[config.mk]
export PLATFORM = sky130hd
export DESIGN_NAME = sgw_walker
export DESIGN_NICKNAME = d
export VERILOG_FILES = /design/src/rtl/sgw_pkg.sv /design/src/rtl/sgw_ptr_regs.sv /design/src/rtl/sgw_unpack.sv /design/src/rtl/sgw_slot.sv /design/src/rtl/sgw_walker.sv
export SDC_FILE = /design/constraint.sdc
export NUM_CORES = 1
export LEC_CHECK = 0
export CAP_MARGIN = 40
export CORE_UTILIZATION = 51
export CTS_BUF_LIST = sky130_fd_sc_hd__clkbuf_16
export CTS_CLUSTER_SIZE = 12
export DETAILED_ROUTE_END_ITERATION = 16
export PLACE_DENSITY_LB_ADDON = 0.05
export SYNTH_ARGS = -nofsm -noshare
export SYNTH_HDL_FRONTEND = slang
export SYNTH_HIERARCHICAL = 1
export SYNTH_SLANG_ARGS = --single-unit
[constraint.sdc]
create_clock -name clk -period 7.5 [get_ports clk]
set_input_delay 2.25 -clock clk [delete_from_list [all_inputs] [get_ports clk]]
set_output_delay 2.25 -clock clk [all_outputs]
set_load 0.03 [all_outputs]
[src/rtl/sgw_pkg.sv]
`timescale 1ns/1ps
package sgw_pkg;
  localparam int WORD_BYTES    = 4;
  localparam int HDR_WORDS     = 8;
  localparam int W_NEXT        = 0;
  localparam int W_BUF         = 2;
  localparam int W_CTRL        = 6;
  localparam int W_STAT        = 7;
  localparam int APP_FIRST     = 8;
  localparam int BIT_FRAME_BEG = 27;
  localparam int BIT_FRAME_END = 26;
  localparam int BIT_COMPLETED = 31;

  typedef enum logic [2:0] {
    ST_WAIT, ST_HDR, ST_CHK, ST_APP, ST_DATA, ST_DRAIN, ST_WB, ST_ADV
  } walk_st_e;

  // status written back: byte count with the completed flag
  function automatic logic [31:0] status_word(input logic [31:0] nbytes);
    status_word = nbytes | (32'd1 << BIT_COMPLETED);
  endfunction

  // bytes carried by the next buffer word
  function automatic logic [2:0] chunk_bytes(input logic [31:0] remain);
    chunk_bytes = (remain >= 32'(WORD_BYTES)) ? 3'(WORD_BYTES) : remain[2:0];
  endfunction
endpackage

[src/rtl/sgw_ptr_regs.sv]
`timescale 1ns/1ps
module sgw_ptr_regs #(
  parameter int AW = 32
) (
  input  logic          clk,
  input  logic          rst_n,
  input  logic          ld_cur,
  input  logic [AW-1:0] ld_cur_val,
  input  logic          tail_wr,
  input  logic [AW-1:0] tail_val,
  input  logic          adv,
  input  logic [AW-1:0] adv_next,
  input  logic          set_halt,
  output logic [AW-1:0] cur,
  output logic          idle,
  output logic          halted
);
  logic [AW-1:0] tail_q;
  logic          at_tail;

  assign at_tail = (cur == tail_q);

  always_ff @(posedge clk or negedge rst_n) begin
    if (!rst_n) begin
      cur    <= '0;
      tail_q <= '0;
      idle   <= 1'b0;
      halted <= 1'b1;
    end else begin
      if (ld_cur) cur <= ld_cur_val;
      if (adv)    cur <= adv_next;
      if (tail_wr) tail_q <= tail_val;
      if (set_halt) halted <= 1'b1;
      if (adv && at_tail) idle <= 1'b1;
      if (tail_wr) begin
        idle   <= 1'b0;
        halted <= 1'b0;
      end
    end
  end
endmodule

[src/rtl/sgw_unpack.sv]
`timescale 1ns/1ps
module sgw_unpack #(
  parameter int BPW = 4,
  localparam int CW = $clog2(BPW + 1)
) (
  input  logic           clk,
  input  logic           rst_n,
  input  logic           load,
  input  logic [8*BPW-1:0] load_word,
  input  logic [CW-1:0]  load_cnt,
  input  logic           load_last,
  output logic           out_valid,
  input  logic           out_ready,
  output logic [7:0]     out_data,
  output logic           out_last,
  output logic           empty
);
  logic [8*BPW-1:0] word_q;
  logic [CW-1:0]    cnt_q;
  logic             last_q;

  assign empty     = (cnt_q == '0);
  assign out_valid = !empty;
  assign out_data  = word_q[7:0];
  assign out_last  = last_q && (cnt_q == CW'(1));

  always_ff @(posedge clk or negedge rst_n) begin
    if (!rst_n) begin
      word_q <= '0;
      cnt_q  <= '0;
      last_q <= 1'b0;
    end else if (load) begin
      word_q <= load_word;
      cnt_q  <= load_cnt;
      last_q <= load_last;
    end else if (out_valid && out_ready) begin
      word_q <= word_q >> 8;
      cnt_q  <= cnt_q - CW'(1);
    end
  end
endmodule

[src/rtl/sgw_slot.sv]
`timescale 1ns/1ps
module sgw_slot #(
  parameter int W = 32
) (
  input  logic         clk,
  input  logic         rst_n,
  input  logic         load,
  input  logic [W-1:0] din,
  input  logic         din_last,
  output logic         out_valid,
  input  logic         out_ready,
  output logic [W-1:0] out_data,
  output logic         out_last
);
  always_ff @(posedge clk or negedge rst_n) begin
    if (!rst_n) begin
      out_valid <= 1'b0;
      out_data  <= '0;
      out_last  <= 1'b0;
    end else if (load) begin
      out_valid <= 1'b1;
      out_data  <= din;
      out_last  <= din_last;
    end else if (out_valid && out_ready) begin
      out_valid <= 1'b0;
    end
  end
endmodule

[src/rtl/sgw_walker.sv]
`timescale 1ns/1ps
module sgw_walker
  import sgw_pkg::*;
#(
  parameter int AW    = 32,
  parameter int LEN_W = 23,
  parameter int APP_N = 5
) (
  input  logic          clk,
  input  logic          rst_n,
  input  logic          cfg_run,
  input  logic          cfg_cur_wr,
  input  logic [AW-1:0] cfg_cur_ptr,
  input  logic          cfg_tail_wr,
  input  logic [AW-1:0] cfg_tail_ptr,
  output logic          mem_req,
  output logic          mem_we,
  output logic [AW-1:0] mem_addr,
  output logic [31:0]   mem_wdata,
  input  logic          mem_ready,
  input  logic [31:0]   mem_rdata,
  output logic          st_valid,
  input  logic          st_ready,
  output logic [7:0]    st_data,
  output logic          st_last,
  output logic          sb_valid,
  input  logic          sb_ready,
  output logic [31:0]   sb_data,
  output logic          sb_last,
  output logic          sts_idle,
  output logic          sts_halted,
  output logic [AW-1:0] cur_ptr,
  output logic          evt_done
);
  localparam int IW  = $clog2(APP_FIRST + APP_N);
  localparam int BPW = WORD_BYTES;
  localparam int CW  = $clog2(BPW + 1);

  walk_st_e         state;
  logic [IW-1:0]    idx_q;
  logic [AW-1:0]    nxt_q, buf_q, baddr_q;
  logic [LEN_W-1:0] len_q, rem_q;
  logic             sof_q, eof_q, stale_q;

  // named internal events
  logic mem_acc, go, ev_hdr_acc, ev_stale, ev_app_load, ev_app_take;
  logic ev_beat_acc, ev_wb_acc, ev_adv, ld_cur;
  logic un_empty;
  logic [2:0] chunk;
  logic [IW+1:0] hdr_off, app_off;

  assign mem_acc     = mem_req && mem_ready;
  assign go          = cfg_run && !sts_idle && !sts_halted;
  assign ev_hdr_acc  = (state == ST_HDR) && mem_acc;
  assign ev_stale    = (state == ST_CHK) && stale_q;
  assign ev_app_load = (state == ST_APP) && mem_acc;
  assign ev_app_take = (state == ST_APP) && sb_valid && sb_ready;
  assign ev_beat_acc = (state == ST_DATA) && mem_acc;
  assign ev_wb_acc   = (state == ST_WB) && mem_acc;
  assign ev_adv      = (state == ST_ADV);
  assign evt_done    = ev_wb_acc && eof_q;
  assign ld_cur      = cfg_cur_wr && (state == ST_WAIT);
  assign chunk       = chunk_bytes(32'(rem_q));
  assign hdr_off     = {idx_q, 2'b00};
  assign app_off     = {idx_q + IW'(APP_FIRST), 2'b00};

  // memory master
  always_comb begin
    mem_req   = 1'b0;
    mem_we    = 1'b0;
    mem_addr  = cur_ptr;
    mem_wdata = '0;
    unique case (state)
      ST_HDR: begin
        mem_req  = 1'b1;
        mem_addr = cur_ptr + AW'(hdr_off);
      end
      ST_APP: begin
        mem_req  = !sb_valid;
        mem_addr = cur_ptr + AW'(app_off);
      end
      ST_DATA: begin
        mem_req  = un_empty && (rem_q != '0);
        mem_addr = baddr_q;
      end
      ST_WB: begin
        mem_req   = 1'b1;
        mem_we    = 1'b1;
        mem_addr  = cur_ptr + AW'(W_STAT * WORD_BYTES);
        mem_wdata = status_word(32'(len_q));
      end
      default: ;
    endcase
  end

  // sequencer
  always_ff @(posedge clk or negedge rst_n) begin
    if (!rst_n) begin
      state   <= ST_WAIT;
      idx_q   <= '0;
      nxt_q   <= '0;
      buf_q   <= '0;
      len_q   <= '0;
      sof_q   <= 1'b0;
      eof_q   <= 1'b0;
      stale_q <= 1'b0;
      rem_q   <= '0;
      baddr_q <= '0;
    end else begin
      unique case (state)
        ST_WAIT: if (go) begin
          state <= ST_HDR;
          idx_q <= '0;
        end
        ST_HDR: if (ev_hdr_acc) begin
          if (idx_q == IW'(W_NEXT)) nxt_q <= mem_rdata[AW-1:0];
          if (idx_q == IW'(W_BUF))  buf_q <= mem_rdata[AW-1:0];
          if (idx_q == IW'(W_CTRL)) begin
            len_q <= mem_rdata[LEN_W-1:0];
            sof_q <= mem_rdata[BIT_FRAME_BEG];
            eof_q <= mem_rdata[BIT_FRAME_END];
          end
          if (idx_q == IW'(W_STAT)) stale_q <= mem_rdata[BIT_COMPLETED];
          if (idx_q == IW'(HDR_WORDS - 1)) state <= ST_CHK;
          else idx_q <= idx_q + IW'(1);
        end
        ST_CHK: begin
          if (stale_q) begin
            state <= ST_WAIT;
          end else begin
            rem_q   <= len_q;
            baddr_q <= buf_q;
            idx_q   <= '0;
            state   <= sof_q ? ST_APP : ST_DATA;
          end
        end
        ST_APP: if (ev_app_take) begin
          if (idx_q == IW'(APP_N - 1)) state <= ST_DATA;
          else idx_q <= idx_q + IW'(1);
        end
        ST_DATA: begin
          if (rem_q == '0) begin
            state <= ST_DRAIN;
          end else if (ev_beat_acc) begin
            rem_q   <= rem_q - LEN_W'(chunk);
            baddr_q <= baddr_q + AW'(BPW);
          end
        end
        ST_DRAIN: if (un_empty) state <= ST_WB;
        ST_WB:    if (ev_wb_acc) state <= ST_ADV;
        ST_ADV:   state <= ST_WAIT;
        default:  state <= ST_WAIT;
      endcase
    end
  end

  sgw_ptr_regs #(.AW(AW)) u_ptrs (
    .clk        (clk),
    .rst_n      (rst_n),
    .ld_cur     (ld_cur),
    .ld_cur_val (cfg_cur_ptr),
    .tail_wr    (cfg_tail_wr),
    .tail_val   (cfg_tail_ptr),
    .adv        (ev_adv),
    .adv_next   (nxt_q),
    .set_halt   (ev_stale),
    .cur        (cur_ptr),
    .idle       (sts_idle),
    .halted     (sts_halted)
  );

  sgw_unpack #(.BPW(BPW)) u_unpack (
    .clk       (clk),
    .rst_n     (rst_n),
    .load      (ev_beat_acc),
    .load_word (mem_rdata),
    .load_cnt  (CW'(chunk)),
    .load_last (eof_q && (rem_q <= LEN_W'(BPW))),
    .out_valid (st_valid),
    .out_ready (st_ready),
    .out_data  (st_data),
    .out_last  (st_last),
    .empty     (un_empty)
  );

  sgw_slot #(.W(32)) u_app (
    .clk       (clk),
    .rst_n     (rst_n),
    .load      (ev_app_load),
    .din       (mem_rdata),
    .din_last  (idx_q == IW'(APP_N - 1)),
    .out_valid (sb_valid),
    .out_ready (sb_ready),
    .out_data  (sb_data),
    .out_last  (sb_last)
  );
endmodule

* After elaboration in Yosys (flattened, before gate mapping) *
Index checks and enable logic that the tools add are counted.

word-level totals
  register bits = 288
  bits of input ports = 104
  output and inout bits = 145
  logic and storage cells = 141

cells by class
  add/sub/neg operators = 8
  magnitude comparators = 2
  equality and inequality tests = 26
  mux-type cells = 43
  reduce and logical (&&, ||, !) cells = 42

operators with widths
  operator                                              count
  two-way mux 32 bit                                    8
  one-hot mux 32 bit (4 select lines)                   1
  two-way mux 23 bit                                    3
  adder 32 x 6 -> 32 bit                                2
  one-hot mux 32 bit (2 select lines)                   1
  one-hot mux 23 bit (2 select lines)                   1
  two-way mux 3 bit                                     13
  adder 32 x 3 -> 32 bit, second input constant         1
  adder 32 x 5 -> 32 bit, second input constant         1
  == test 32 bit                                        1
  two-way mux 4 bit                                     6
  one-hot mux 3 bit (8 select lines)                    1
  >= comparator 23 x 3 -> 1 bit, second input constant  1
  <= comparator 23 x 3 -> 1 bit, second input constant  1
  zero test 23 bit                                      1
  nonzero test 23 bit                                   1
  subtractor 23 x 3 -> 23 bit                           1
  logical AND 1 bit                                     18
  inequality test 2 bit, second input constant          9
  one-hot mux 4 bit (4 select lines)                    1
  == test 3 bit, second input constant                  4
  == test 4 x 3 -> 1 bit, second input constant         3
  AND reduction 3 bit                                   4
  nonzero test 2 bit                                    6
  other kinds (17)                                      32

* Logic depth before layout (Yosys ltp) *
  depth after elaboration = 8
  mapped depth = 13
  mapped depth without buffers = 12

* By module *
Netlist, hierarchy kept.

modules (own cells, without submodules)
  module        instances  cells each  area each (um^2)  seq. area each (um^2)
  sgw_walker    1          992         9091.2            3803.6
  sgw_ptr_regs  1          256         3069.2            1652.8
  sgw_unpack    1          178         1894.3            900.9
  sgw_slot      1          73          1413.9            850.8

* Worst setup path before layout *
No wires, ideal clock.

  kind = reg2out
  from = register state[2]
  to = output mem_addr[20]
  arrival time = 4004 ps
  required time = 5250 ps
  path slack = 1246 ps
  cell stages (with the launch flop) = 11
  path buffers = 3
  path through = dfrtp_1 clkbuf_1 buf_1 buf_1 o21ai_0 a22o_1 ha_1 o21ai_0 a211oi_1 nand3_1 o311ai_0

between the ends
  longest elaborated chain between the ends = 2
  elaborated cells on any way between the ends = 5
  those cells by class = eq/ne: 4; mux: 1

RTL lines
  item                                   line               source
  start: declaration                     sgw_walker.sv:39   walk_st_e state;
  start signal: assignment               sgw_walker.sv:134  state <= sof_q ? ST_APP : ST_DATA;
  == test 3 bit (tied with other cells)  sgw_walker.sv:73   unique case (state)
  one-hot mux 32 bit (4 select lines) *  sgw_walker.sv:73
  end: declaration                       sgw_walker.sv:18   output logic [AW-1:0] mem_addr,

Every way passes the cells marked *; elsewhere a longest branch is shown, timed or not.

* Worst setup path in the final report *
  from = register state[0]
  to = output mem_addr[22]

The elaborated chain is that of the path after synthesis.

==> run summary <==
Yosys
- 0.0118 — adder-cell area share of the yosys netlist
- 288 — Synth Register Bits
- 0.464 — top cell type's share of synthesized area
- 10.3 sq um — average footprint of a synthesized cell
- sky130_fd_sc_hd__dfrtp_1 (287), sky130_fd_sc_hd__nand2_1 (145), sky130_fd_sc_hd__mux2_2 (130) — cell types with the highest counts after synthesis
- sky130_fd_sc_hd__dfrtp_1 — leading register cell type out of synthesis
- sky130_fd_sc_hd__dfrtp_1 (46%), sky130_fd_sc_hd__mux2_2 (9.5%), sky130_fd_sc_hd__nand2_1 (3.5%) — dominant cells by area after synthesis
- 0.466 — share of the yosys chip area belonging to registers
- 0.0209 — XOR/XNOR share of the synthesized area
- 0.148 — mux share of post-synthesis cell area
- 0.0155 sq mm — mapped cell area
- 0 — EDFF count, synth
- 77 — library cells used by synthesis
- sky130_fd_sc_hd__dfrtp_1 — cell type with the largest total area after synthesis
- sky130_fd_sc_hd__dfrtp_1 — dominant cell by count in the synthesized netlist
- 6 — Yosys warning count
- 0.151 — Synth Area in Simple Gates
- 1.00 — fraction of registers with async set/reset
- 1499 — Cells after Synth
- 0.154 — area fraction in compound gates after synthesis
- compound AO/OA/AOI/OAI gates — main combinational cell family by area after synthesis

Worst setup path
- 3 — combined buffer and inverter count along the critical path
- 28 — highest fanout seen on the critical path
- output port — critical path endpoint category
- 0.68 ns — Worst path max stage delay
- 7 — number of cell instances on the worst register-to-register path
- reg -> out — class of the most critical setup path
- 5.25 ns — Crit path required time
- rem_q[11]$_DFFE_PN0P_ — worst flop-to-flop path startpoint
- u_unpack/cnt_q[1]$_DFFE_PN0P_ — worst flop-to-flop path endpoint
- and3b_1 -> buf_4 -> or2_2 -> ha_1 -> inv_1 -> fa_1 -> nor2b_1 -> o21ai_0 -> a211o_1 -> or3_1 -> or4b_2 -> nand3_1 -> clkdlybuf4s50_1 — cells along the critical path
- flip-flop — launching element type of the critical path
- sky130_fd_sc_hd__clkdlybuf4s50_1 — worst-path cell with the longest stage delay
- 4.86 ns — endpoint arrival time on the critical path
- 3.89 ns — R2R setup slack
- simple AND/OR/NAND/NOR gates — cell type group with the largest total delay on the critical path

Worst hold path
- nxt_q[21]$_DFFE_PN0P_ — source of the worst hold timing path
- reg -> reg — worst min path class
- 2 — depth of the worst hold-timing path
- u_ptrs/cur[21]$_DFFE_PN0P_ — WHS Endpoint

Route
- 0 — DRC violations left
- 1303 — number of design-rule violations left by the first detailed-router iteration
- 23.8 um — routed wirelength normalized by instance count
- 6.12 — detail-routed via count per cell
- 0 — Routed Antenna Nets
- 50000 um — overall routed net length
- 12900 — vias
- 5 — First-pass DRT Iterations

Place
- 0.916 — routability congestion estimate from global placement
- 2050 — Placed Cells
- 0.0181 sq mm — cell area after placement
- 240 — number of I/O port buffers
- 34800 um — HPWL after detailed placement
- 1.04 ns — worst slack at placement

Cells and area
- 0.638 — utilization after layout
- 0.00756 sq mm — area occupied by multi-input gates
- 0.0190 sq mm — Design Area, Final
- 2484 — layout filler cell count
- 2104 — count of placed standard cells in the final layout, fillers left out
- 22.6% — area grow syn2layout
- 0.00721 sq mm — area used by sequential logic in the layout
- 1811 — Nets
- 0.152 — fraction of final layout cells with drive strength greater than 1

STA
- 0 — Finish-stage setup viols
- 0 — max-slew violations
- 0.394 ns — worst path setup slack after routing
- 141 MHz — achievable clock frequency
- false — unrepaired setup endpoints after global routing
- 0.427 — Max transition margin
- 0 ns — post-route setup TNS
- 7.11 ns — Tmin final
- 0.0142 ns — Clock Skew
- 0.860 ns — transition time at the pin with the least slew margin
- 0 — final count of hold timing violations
- 0.478 ns — final hold slack
- 0.947 — period utilisation layout

Global routing
- 0 — total congestion overflow after global routing
- 12300 — via count of the first global-routing pass
- 0.323 — global router's overall resource usage
- 75100 um — wire length of the first global-routing pass
- 135 — largest net degree at the start of global routing
- 4 — antenna violations before repair

Clock tree
- 0 — Post-CTS Hold Fix Bufs
- 3 — largest buffer count on any clock path
- 288 — clock sink count
- 0.06 ns — clock-pin slew on the worst setup and hold paths
- 0 — buffer count from post-CTS setup fixing
- 1 — H-tree depth reported by CTS
- sky130_fd_sc_hd__clkbuf_16 — root buffer cell
- built — clock tree from TritonCTS
- 0.57 ns — clock latency on the worst-skew pair
- 0 — # resized after CTS
- 31 — number of buffers added by the clock tree synthesis step

Power and ir drop
- 7.95 nW — Leakage Power
- 8.07 mW — total power of the final layout
- 426 mW/mm^2 — power per standard cell area
- 260 uV — maximum resistive drop on vdd

Floorplanning
- 0.0297 sq mm — core area
- 249 — number of top-level pins
- 63 — std cell rows
- 176 um — Die X-Extent
- 0.521 — initial cell density of the core
- 0.0310 sq mm — die area
- 176 um — die extent in y

Flow run
- 0 — count of max-cap constraint violations

Outcome
- complete, no violations — run status

[placed cells by master (no fill, tap or decap), types with 19 or more instances in the layout]
cell type	synthesis	final
sky130_fd_sc_hd__a21oi_1	92	92
sky130_fd_sc_hd__a221o_1	19	19
sky130_fd_sc_hd__a31oi_1	24	24
sky130_fd_sc_hd__and2_1	30	30
sky130_fd_sc_hd__buf_4	22	19
sky130_fd_sc_hd__clkbuf_16	0	31
sky130_fd_sc_hd__clkdlybuf4s50_1	0	238
sky130_fd_sc_hd__dfrtp_1	287	287
sky130_fd_sc_hd__inv_1	25	29
sky130_fd_sc_hd__mux2_2	130	130
sky130_fd_sc_hd__mux2_4	29	29
sky130_fd_sc_hd__mux2i_1	39	39
sky130_fd_sc_hd__nand2_1	145	143
sky130_fd_sc_hd__nand2b_1	21	21
sky130_fd_sc_hd__nand3_1	44	44
sky130_fd_sc_hd__nand4_1	20	20
sky130_fd_sc_hd__nor2_1	58	58
sky130_fd_sc_hd__nor2b_1	28	28
sky130_fd_sc_hd__nor3_1	29	29
sky130_fd_sc_hd__o21ai_0	97	97
sky130_fd_sc_hd__xnor2_1	27	27
[per-layer routing]
layer | vias to the layer above | track usage | share of wire
met5 | - | 0 | 0
met4 | 0 | 0.132 | 0.041
met3 | 118 | 0.0493 | 0.061
met2 | 506 | 0.497 | 0.47
met1 | 6408 | 0.454 | 0.43
li1 | 5845 | - | -
[sequential cells by signal, summed over array words and instances, names as in the netlist]
signal and flops:
u_app/out_data 32, buf_q 32, u_ptrs/idle 1, u_ptrs/tail_q 32, eof_q 1, stale_q 1
u_unpack/cnt_q 3, rem_q 23, u_ptrs/cur 32, idx_q 4, sof_q 1, u_app/out_last 1
state 3, u_unpack/word_q 32, u_ptrs/halted 1, baddr_q 32, nxt_q 32, u_unpack/last_q 1
len_q 23, u_app/out_valid 1
[worst register-to-register path: cells and delay by family (launching register included)]
family,cells,cell delay [ns]
flops,1,0.43
buf+inv,2,0.52
compound gates,2,0.66
simple gates,3,1.87
[area by class of cell]
class	instances	share of cell area
Multi-Input combinational cell	1078	0.399
Sequential cell	288	0.380
Timing Repair Buffer	267	0.142
Clock buffer	31	0.0409
Tap cell	390	0.0257
Clock inverter	22	0.00719
Inverter	27	0.00534
Antenna cell	1	0.000132
[logic make-up (layout without fill, tap and decap cells)]
kind of cell | after synthesis | after routing
and+or+nand+nor | 455 | 455
AOI/OAI and AO/OA | 364 | 364
DFF | 288 | 288
muxes | 198 | 198
buffers and inverters | 141 | 347
xor gates and xnor gates | 37 | 37
adders and majority gates | 14 | 14
other | 2 | 11
[worst max path at each step]
stage | slack, ns | cells past startpoint | startpoint | end
after floorplan | 1.25 | 10 | state[2]$_DFFE_PN0P_ | mem_addr[20]
final | 0.39 | 13 | state[0]$_DFFE_PN0P_ | mem_addr[22]
after global placement | 1.08 | 13 | state[0]$_DFFE_PN0P_ | mem_addr[22]
after global routing | 0.18 | 13 | state[0]$_DFFE_PN0P_ | mem_addr[22]
after CTS | 0.39 | 13 | state[0]$_DFFE_PN0P_ | mem_addr[22]
after detailed placement | 1.04 | 13 | state[0]$_DFFE_PN0P_ | mem_addr[22]
[where the power goes]
group | leakage (nW) | switching [mW] | internal (mW)
Clock | 0.470 | 0.632 | 0.779
Combinational | 3.79 | 2.31 | 1.63
Sequential | 3.69 | 0.643 | 2.08
Total | 7.95 | 3.58 | 4.49
Note: power is estimated with default switching activity, not from simulation.
